File: src/rtl/mbox_pkg.sv
package mbox_pkg;

  localparam int BYTE_W = 8;

  localparam logic [BYTE_W-1:0] CODE_START = 8'h01;
  localparam logic [BYTE_W-1:0] CODE_END   = 8'h03;
  localparam logic [BYTE_W-1:0] CODE_ABORT = 8'h22;
  localparam logic [BYTE_W-1:0] EMPTY_READ = 8'hFF;
  localparam logic [BYTE_W-1:0] CLOSE_BEAT = 8'h00;

  // Response length field: bytes LEN_FIRST .. LEN_FIRST+LEN_BYTES-1, big-endian
  localparam int LEN_FIRST   = 2;
  localparam int LEN_BYTES   = 4;
  localparam int MIN_RSP_LEN = LEN_FIRST + LEN_BYTES;

  typedef enum logic [2:0] {
    PH_IDLE,
    PH_CMD,
    PH_RSP,
    PH_CLOSE,
    PH_TAIL
  } phase_t;

  typedef struct packed {
    logic abort;
    logic takeStart;
    logic takePayload;
    logic takeEnd;
    logic dropWrite;
    logic loadOpen;
    logic loadClose;
    logic rspOpen;
    logic streamOn;
    logic hostPop;
  } strobe_t;

endpackage

File: src/rtl/mbox_ctrl.sv
module mbox_ctrl
  import mbox_pkg::*;
(
  input  logic              clk,
  input  logic              rstN,
  input  logic              hostAddr,
  input  logic              hostRd,
  input  logic              hostWr,
  input  logic [BYTE_W-1:0] hostWdata,
  input  logic              inFull,
  input  logic              outFull,
  input  logic              endTaken,
  input  logic              lastTaken,
  output strobe_t           strb,
  output phase_t            phase
);

  phase_t phaseNext;
  logic   isCtrlWr;
  logic   isDataWr;
  logic   codeStart;
  logic   codeEnd;
  logic   codeAbort;

  assign isCtrlWr  = hostWr && hostAddr;
  assign isDataWr  = hostWr && !hostAddr;
  assign codeStart = isCtrlWr && (hostWdata == CODE_START);
  assign codeEnd   = isCtrlWr && (hostWdata == CODE_END);
  assign codeAbort = isCtrlWr && (hostWdata == CODE_ABORT);

  always_comb begin
    strb             = '0;
    strb.abort       = codeAbort;
    strb.takeStart   = codeStart && (phase == PH_IDLE) && !inFull;
    strb.takePayload = isDataWr && (phase == PH_CMD) && !inFull;
    strb.takeEnd     = codeEnd && (phase == PH_CMD) && !inFull;
    strb.dropWrite   = (phase == PH_CMD) && inFull && (isDataWr || codeEnd);
    strb.loadOpen    = (phase == PH_CMD) && endTaken;
    strb.loadClose   = (phase == PH_CLOSE) && !outFull;
    strb.rspOpen     = (phase == PH_RSP);
    strb.streamOn    = (phase == PH_CMD);
    strb.hostPop     = hostRd && !hostAddr;
  end

  always_comb begin
    phaseNext = phase;
    if (codeAbort) begin
      phaseNext = PH_IDLE;
    end else begin
      unique case (phase)
        PH_IDLE:  if (strb.takeStart)              phaseNext = PH_CMD;
        PH_CMD:   if (endTaken)                    phaseNext = PH_RSP;
        PH_RSP:   if (lastTaken)                   phaseNext = PH_CLOSE;
        PH_CLOSE: if (strb.loadClose)              phaseNext = PH_TAIL;
        PH_TAIL:  if (strb.hostPop && outFull)     phaseNext = PH_IDLE;
        default:                                   phaseNext = PH_IDLE;
      endcase
    end
  end

  always_ff @(posedge clk) begin
    if (!rstN) phase <= PH_IDLE;
    else       phase <= phaseNext;
  end

  AST_IDLE_EMPTY: assert property (@(posedge clk) disable iff (!rstN)
    (phase == PH_IDLE) |-> (!outFull && !inFull));

  AST_TAIL_FULL: assert property (@(posedge clk) disable iff (!rstN)
    (phase == PH_TAIL) |-> outFull);

endmodule

File: src/rtl/mbox_dpath.sv
module mbox_dpath
  import mbox_pkg::*;
#(
  parameter int CNT_W = 16
)(
  input  logic              clk,
  input  logic              rstN,
  input  strobe_t           strb,
  input  logic [BYTE_W-1:0] hostWdata,
  input  logic              cmdReady,
  input  logic              rspValid,
  input  logic [BYTE_W-1:0] rspData,
  input  logic              rspLast,
  output logic              inFull,
  output logic              outFull,
  output logic              markFlag,
  output logic              ctrlHeld,
  output logic [BYTE_W-1:0] outByte,
  output logic              cmdValid,
  output logic [BYTE_W-1:0] cmdData,
  output logic              cmdFirst,
  output logic              cmdLast,
  output logic              rspReady,
  output logic              endTaken,
  output logic              lastTaken,
  output logic              overrun,
  output logic              badLen,
  output logic              abortPulse
);

  localparam int LEN_W = LEN_BYTES * BYTE_W;

  logic              inStart;
  logic              inEnd;
  logic [BYTE_W-1:0] inByte;
  logic              firstPend;
  logic              beatTaken;
  logic              rspTaken;
  logic [CNT_W-1:0]  rspCnt;
  logic [LEN_W-1:0]  lenNow;
  logic [31:0]       total32;
  logic              lenWrong;

  // Device-side stream views
  assign cmdValid  = strb.streamOn && inFull && !inStart;
  assign cmdData   = inEnd ? CLOSE_BEAT : inByte;
  assign cmdFirst  = firstPend;
  assign cmdLast   = inEnd;
  assign beatTaken = cmdValid && cmdReady;
  assign endTaken  = beatTaken && inEnd;
  assign ctrlHeld  = inFull && (inStart || inEnd);

  assign rspReady  = strb.rspOpen && !outFull;
  assign rspTaken  = rspReady && rspValid;
  assign lastTaken = rspTaken && rspLast;

  // Length-field capture, one lane per byte, most significant first
  for (genvar k = 0; k < LEN_BYTES; k++) begin : g_lenLane
    localparam int HI = LEN_W - 1 - k * BYTE_W;
    logic [BYTE_W-1:0] laneReg;
    logic              laneHit;

    assign laneHit = rspTaken && (rspCnt == CNT_W'(LEN_FIRST + k));
    assign lenNow[HI -: BYTE_W] = laneHit ? rspData : laneReg;

    always_ff @(posedge clk) begin
      if (!rstN)                              laneReg <= '0;
      else if (strb.abort || strb.takeStart)  laneReg <= '0;
      else if (laneHit)                       laneReg <= rspData;
    end
  end

  assign total32  = 32'(rspCnt) + 32'd1;
  assign lenWrong = (total32 < 32'(MIN_RSP_LEN)) || (total32 != 32'(lenNow));

  // Host-to-device holding register
  always_ff @(posedge clk) begin
    if (!rstN) begin
      inFull    <= 1'b0;
      inStart   <= 1'b0;
      inEnd     <= 1'b0;
      inByte    <= '0;
      firstPend <= 1'b0;
      overrun   <= 1'b0;
    end else if (strb.abort) begin
      inFull    <= 1'b0;
      inStart   <= 1'b0;
      inEnd     <= 1'b0;
      firstPend <= 1'b0;
      overrun   <= 1'b0;
    end else begin
      if (inFull && inStart) begin
        inFull  <= 1'b0;
        inStart <= 1'b0;
      end
      if (beatTaken) begin
        inFull    <= 1'b0;
        inEnd     <= 1'b0;
        firstPend <= 1'b0;
      end
      if (strb.takeStart) begin
        inFull    <= 1'b1;
        inStart   <= 1'b1;
        inEnd     <= 1'b0;
        firstPend <= 1'b1;
      end
      if (strb.takePayload) begin
        inFull  <= 1'b1;
        inStart <= 1'b0;
        inEnd   <= 1'b0;
        inByte  <= hostWdata;
      end
      if (strb.takeEnd) begin
        inFull  <= 1'b1;
        inStart <= 1'b0;
        inEnd   <= 1'b1;
      end
      if (strb.dropWrite) overrun <= 1'b1;
    end
  end

  // Device-to-host output register and response bookkeeping
  always_ff @(posedge clk) begin
    if (!rstN) begin
      outFull    <= 1'b0;
      markFlag   <= 1'b0;
      outByte    <= '0;
      rspCnt     <= '0;
      badLen     <= 1'b0;
      abortPulse <= 1'b0;
    end else if (strb.abort) begin
      outFull    <= 1'b0;
      markFlag   <= 1'b0;
      rspCnt     <= '0;
      badLen     <= 1'b0;
      abortPulse <= 1'b1;
    end else begin
      abortPulse <= 1'b0;
      if (strb.takeStart) begin
        rspCnt <= '0;
        badLen <= 1'b0;
      end
      if (strb.loadOpen) begin
        outFull  <= 1'b1;
        markFlag <= 1'b1;
        outByte  <= CODE_START;
      end
      if (strb.hostPop && outFull) begin
        outFull  <= 1'b0;
        markFlag <= 1'b0;
      end
      if (rspTaken) begin
        outFull  <= 1'b1;
        markFlag <= 1'b0;
        outByte  <= rspData;
        if (rspCnt != '1) rspCnt <= rspCnt + 1'b1;
        if (rspLast && lenWrong) badLen <= 1'b1;
      end
      if (strb.loadClose) begin
        outFull  <= 1'b1;
        markFlag <= 1'b1;
        outByte  <= CODE_END;
      end
    end
  end

  AST_CMD_HOLD: assert property (@(posedge clk) disable iff (!rstN)
    (cmdValid && !cmdReady && !strb.abort) |=>
      (cmdValid && $stable(cmdData) && $stable(cmdLast)));

  AST_OUT_HOLD: assert property (@(posedge clk) disable iff (!rstN)
    (outFull && !strb.hostPop && !strb.abort) |=> (outFull && $stable(outByte)));

  AST_MARK_FULL: assert property (@(posedge clk) disable iff (!rstN)
    markFlag |-> outFull);

  AST_ONE_SIDE: assert property (@(posedge clk) disable iff (!rstN)
    $onehot0({cmdValid, rspReady}));

endmodule

File: src/rtl/mbox_port.sv
module mbox_port
  import mbox_pkg::*;
#(
  parameter int CNT_W = 16
)(
  input  logic       clk,
  input  logic       rstN,
  input  logic       hostAddr,
  input  logic       hostRd,
  input  logic       hostWr,
  input  logic [7:0] hostWdata,
  output logic [7:0] hostRdata,
  output logic       cmdValid,
  input  logic       cmdReady,
  output logic [7:0] cmdData,
  output logic       cmdFirst,
  output logic       cmdLast,
  output logic       cmdAbort,
  input  logic       rspValid,
  output logic       rspReady,
  input  logic [7:0] rspData,
  input  logic       rspLast,
  output logic       overrun,
  output logic       rspLenBad
);

  strobe_t           strb;
  phase_t            phase;
  logic              inFull;
  logic              outFull;
  logic              markFlag;
  logic              ctrlHeld;
  logic              endTaken;
  logic              lastTaken;
  logic [BYTE_W-1:0] outByte;
  logic [BYTE_W-1:0] statusByte;

  mbox_ctrl i_ctrl (
    .clk       (clk),
    .rstN      (rstN),
    .hostAddr  (hostAddr),
    .hostRd    (hostRd),
    .hostWr    (hostWr),
    .hostWdata (hostWdata),
    .inFull    (inFull),
    .outFull   (outFull),
    .endTaken  (endTaken),
    .lastTaken (lastTaken),
    .strb      (strb),
    .phase     (phase)
  );

  mbox_dpath #(.CNT_W(CNT_W)) i_dpath (
    .clk        (clk),
    .rstN       (rstN),
    .strb       (strb),
    .hostWdata  (hostWdata),
    .cmdReady   (cmdReady),
    .rspValid   (rspValid),
    .rspData    (rspData),
    .rspLast    (rspLast),
    .inFull     (inFull),
    .outFull    (outFull),
    .markFlag   (markFlag),
    .ctrlHeld   (ctrlHeld),
    .outByte    (outByte),
    .cmdValid   (cmdValid),
    .cmdData    (cmdData),
    .cmdFirst   (cmdFirst),
    .cmdLast    (cmdLast),
    .rspReady   (rspReady),
    .endTaken   (endTaken),
    .lastTaken  (lastTaken),
    .overrun    (overrun),
    .badLen     (rspLenBad),
    .abortPulse (cmdAbort)
  );

  assign statusByte = {2'b00, (phase == PH_CMD), (phase == PH_IDLE),
                       ctrlHeld, markFlag, inFull, outFull};

  assign hostRdata = hostAddr ? statusByte : (outFull ? outByte : EMPTY_READ);

  AST_CANCEL_READY: assert property (@(posedge clk) disable iff (!rstN)
    (hostWr && hostAddr && (hostWdata == CODE_ABORT)) |=> (statusByte == 8'h10));

  AST_START_HELD: assert property (@(posedge clk) disable iff (!rstN)
    (hostWr && hostAddr && (hostWdata == CODE_START) && statusByte[4]) |=>
      (statusByte[1] && statusByte[3] && !cmdValid));

endmodule

File: config.mk
export PLATFORM = sky130hd
export DESIGN_NAME = mbox_port
export DESIGN_NICKNAME = d
export VERILOG_FILES = /design/src/rtl/mbox_pkg.sv /design/src/rtl/mbox_ctrl.sv /design/src/rtl/mbox_dpath.sv /design/src/rtl/mbox_port.sv
export SDC_FILE = /design/constraint.sdc
export NUM_CORES = 1
export LEC_CHECK = 0
export ABC_AREA = 0
export BUFFER_PORTS_ARGS = -buffer_cell sky130_fd_sc_hd__clkbuf_2
export CORE_ASPECT_RATIO = 1.25
export CORE_UTILIZATION = 40
export CTS_CLUSTER_SIZE = 16
export DETAILED_ROUTE_END_ITERATION = 12
export HOLD_SLACK_MARGIN = 0.12
export PLACE_DENSITY = 0.63
export RECOVER_POWER = 100
export SYNTH_ARGS = -nofsm -noshare
export SYNTH_HDL_FRONTEND = slang
export SYNTH_SLANG_ARGS = --single-unit
File: constraint.sdc
create_clock -name clk -period 7.2 [get_ports clk]
set_input_delay 1.44 -clock clk [delete_from_list [all_inputs] [get_ports clk]]
set_output_delay 1.44 -clock clk [all_outputs]
set_load 0.005 [all_outputs]
==> metrics.yaml <==
synth_top_area_share: 0.389
slew_violations: 0
fp.dieH_um: 113
design_area_sq_um: 4520
cts_tree: "done"
port_buffers: 46
drc: 0
postCtsHoldBufs: 0
wire_per_inst_um: 15.6
postCtsSetupBuffers: 0
p_switching_mw: 0.198
final_core_util: 0.473
ys.warnings.count: 0
p_int_mw: 0.769
drive_above_1_share: 0.139
power_frac_seq: 0.435
ff_latch_area_sq_um: 1520
critPathLaunchType: "primary input"
reg2reg_slack_ns: 3.47
cts.sinks: 76
gp_congestion: 0.821
die_area_sq_um: 10200
synth_area_leader_cell: "dfxtp_1"
yosys-top-cells-count: "dfxtp_1 (76), nor2_1 (69), mux2i_1 (42)"
arrival_ns: 4.07
power.density_nw_per_um2: 214
cts_resized: 0
antenna_cells: 0
drv_cap: 0
rr_worst_depth: 8
setup_tns_ns: 0
core-area_sq_um: 9560
place_area_sq_um: 4200
via_per_inst: 5.30
grt_max_degree: 33
setup_viol: 0
fin_crit_ns: 3.89
cts_made_buffers: 9
crit_fanout: 32
nets: 519
hold_viol: 0
area_growth_pct: 15.5
num_vias: 3297
path_clk_slew_ns: 0.06
synth_most_common_cell: "dfxtp_1"
crit_end: "i_dpath.g_lenLane[0].laneReg[3]$_SDFF_PP0_"
max_freq_ghz: 0.257
worstHoldPathType: "flip-flop to flip-flop"
setup_ws_ns: 3.31
relSlewSlack: 0.216
timing.rr.start: "i_dpath.outFull$_SDFFE_PP0P_"
fin_crit_sh: 0.540
grt_pass1_vias: 3173
switching_share: 0.205
cts_root_buffer: "clkbuf_16"
r2r-end: "i_dpath.badLen$_SDFF_PP0_"
antenna_found_initial: 0
syn_area_per_cell_sq_um: 8.51
worstSetupEndpointType: "flip-flop"
syn_area_sq_um: 3920
initial_core_util: 0.410
ys_seq_area_frac: 0.389
cts_max_level: 3
ys.flop_type: "dfxtp_1"
peakVddDrop_uv: 101
cp.required_ns: 7.38
dr.pass1.iters: 4
ys_ff_latch: 76
holdWs_ns: 0.457
overflow: 0
clock_skew_ns: 0.00829
path_class: "primary input to flip-flop"
drt_iter0_markers: 165
ys_types: 50
async_flop_share: 0
clock_power_share: 0.536
status: "complete, no violations"
final_antenna_net_count: 0
syn_inst: 460
place_hpwl_um: 6900
pwr-share-comb: 0.029
rows: 40
wl_um: 9700
synthesis.nets: 488
insertion_delay_ns: 0.35
tightest_slew_ns: 1.17
grtUsageTotal: 0.198
fp.dieW_um: 90.5
synth_edf_count: 0
fill_cells: 969
clockBufferDepth: 2
grt_pass1_wl_um: 15700
pin_count: 47
grt_setup_unrepaired: "no"
place_ws_ns: 3.27
multiInputGateArea_sq_um: 2230
cp-startpoint: "hostAddr"
synth.area.top_cells: "dfxtp_1 (39%), mux2i_1 (11%), nor2_1 (6.6%)"
leakage_nw: 1.83
## critical path, cell delays in order
cell and delay, ns:
clkbuf_1 0.45, nand3_1 0.13, nor4_1 0.49, nand4b_1 0.45
nand3_1 0.95, nor2_1 0.14
## flip-flops by register name, summed over array words and instances, names as in the netlist
| signal | cells |
|---|---|
| i_dpath.markFlag | 1 |
| i_dpath.cmdFirst | 1 |
| i_dpath.rspCnt | 16 |
| i_dpath.cmdLast | 1 |
| i_dpath.outByte | 8 |
| i_dpath.abortPulse | 1 |
| i_dpath.inByte | 8 |
| i_ctrl.phase | 3 |
| i_dpath.inFull | 1 |
| i_dpath.outFull | 1 |
| i_dpath.g_lenLane.laneReg | 32 |
| i_dpath.badLen | 1 |
| i_dpath.overrun | 1 |
| i_dpath.inStart | 1 |
## cell families after synthesis
logic type,synth area share
AOI/OAI and AO/OA,0.0933
xor gates and xnor gates,0.0716
adders and majority gates,0.0128
buffers and inverters,0.0374
DFF,0.389
muxes,0.110
and+or+nand+nor,0.286
## layout by cell type, fill, tap and decap left out, types with 3 or more instances in the layout
master      n
dfxtp_1    76
nor2_1     69
clkbuf_2   43
mux2i_1    42
nand2_1    29
xnor2_1    25
a21oi_1    21
nor2b_1    21
nand3_1    20
a31oi_1    12
inv_1      10
nand4_1    10
o21ai_0     9
clkbuf_16   9
nor3_1      8
xor2_1      7
nand3b_1    6
a21boi_0    6
nor3b_1     6
nor4_1      6
and3_1      5
and4_1      4
ha_1        4
nand2b_1    3
a211oi_1    3
and2_0      3
and2_1      3
bufinv_16   3
clkbuf_1    3
## per-layer routing
metal,wire length [um],part of all wire,GRT usage,up-vias
li1,-,-,-,1657
met1,4170,0.43,0.226,1550
met2,4840,0.50,0.341,70
met3,384,0.040,0.0522,20
met4,312,0.032,0.0957,0
met5,0,0,0,-
## worst min path at each step
stage                                     from                              end  slack, ns  cells after the start
2_1_floorplan  i_dpath.outByte[6]$_SDFFE_PN0P_  i_dpath.outByte[6]$_SDFFE_PN0P_       0.44                      2
4_1_cts          i_dpath.cmdFirst$_SDFFE_PP0P_    i_dpath.cmdFirst$_SDFFE_PP0P_       0.47                      2
6_report         i_dpath.cmdFirst$_SDFFE_PP0P_    i_dpath.cmdFirst$_SDFFE_PP0P_       0.46                      2
3_5_place_dp     i_dpath.cmdFirst$_SDFFE_PP0P_    i_dpath.cmdFirst$_SDFFE_PP0P_       0.46                      2
3_3_place_gp   i_dpath.outByte[4]$_SDFFE_PN0P_  i_dpath.outByte[4]$_SDFFE_PN0P_       0.46                      2
5_1_grt          i_dpath.cmdFirst$_SDFFE_PP0P_    i_dpath.cmdFirst$_SDFFE_PP0P_       0.49                      2
## power groups by stage
stage	registers, mW	clock network [mW]	logic [mW]
after global placement	0.430	0	0.0277
after detailed placement	0.430	0	0.0278
after floorplan	0.430	0	0.0118
after CTS	0.421	0.524	0.0281
final	0.421	0.518	0.0280
after global routing	0.420	0.546	0.0305
## final cells by class
cell class,count,area share
Sequential cell,76,0.336
Timing Repair Buffer,47,0.0517
Multi-Input combinational cell,347,0.493
Inverter,10,0.00830
Clock inverter,6,0.0246
Tap cell,126,0.0349
Clock buffer,10,0.0506
## per-stage QoR
stage / total power [mW] / cells
3_5_place_dp: 0.458 / 606
4_1_cts: 0.972 / 622
3_3_place_gp: 0.458 / 606
5_1_grt: 0.997 / 622
2_1_floorplan: 0.442 / 460
6_report: 0.967 / 622
(Power assumes the default switching activity.)
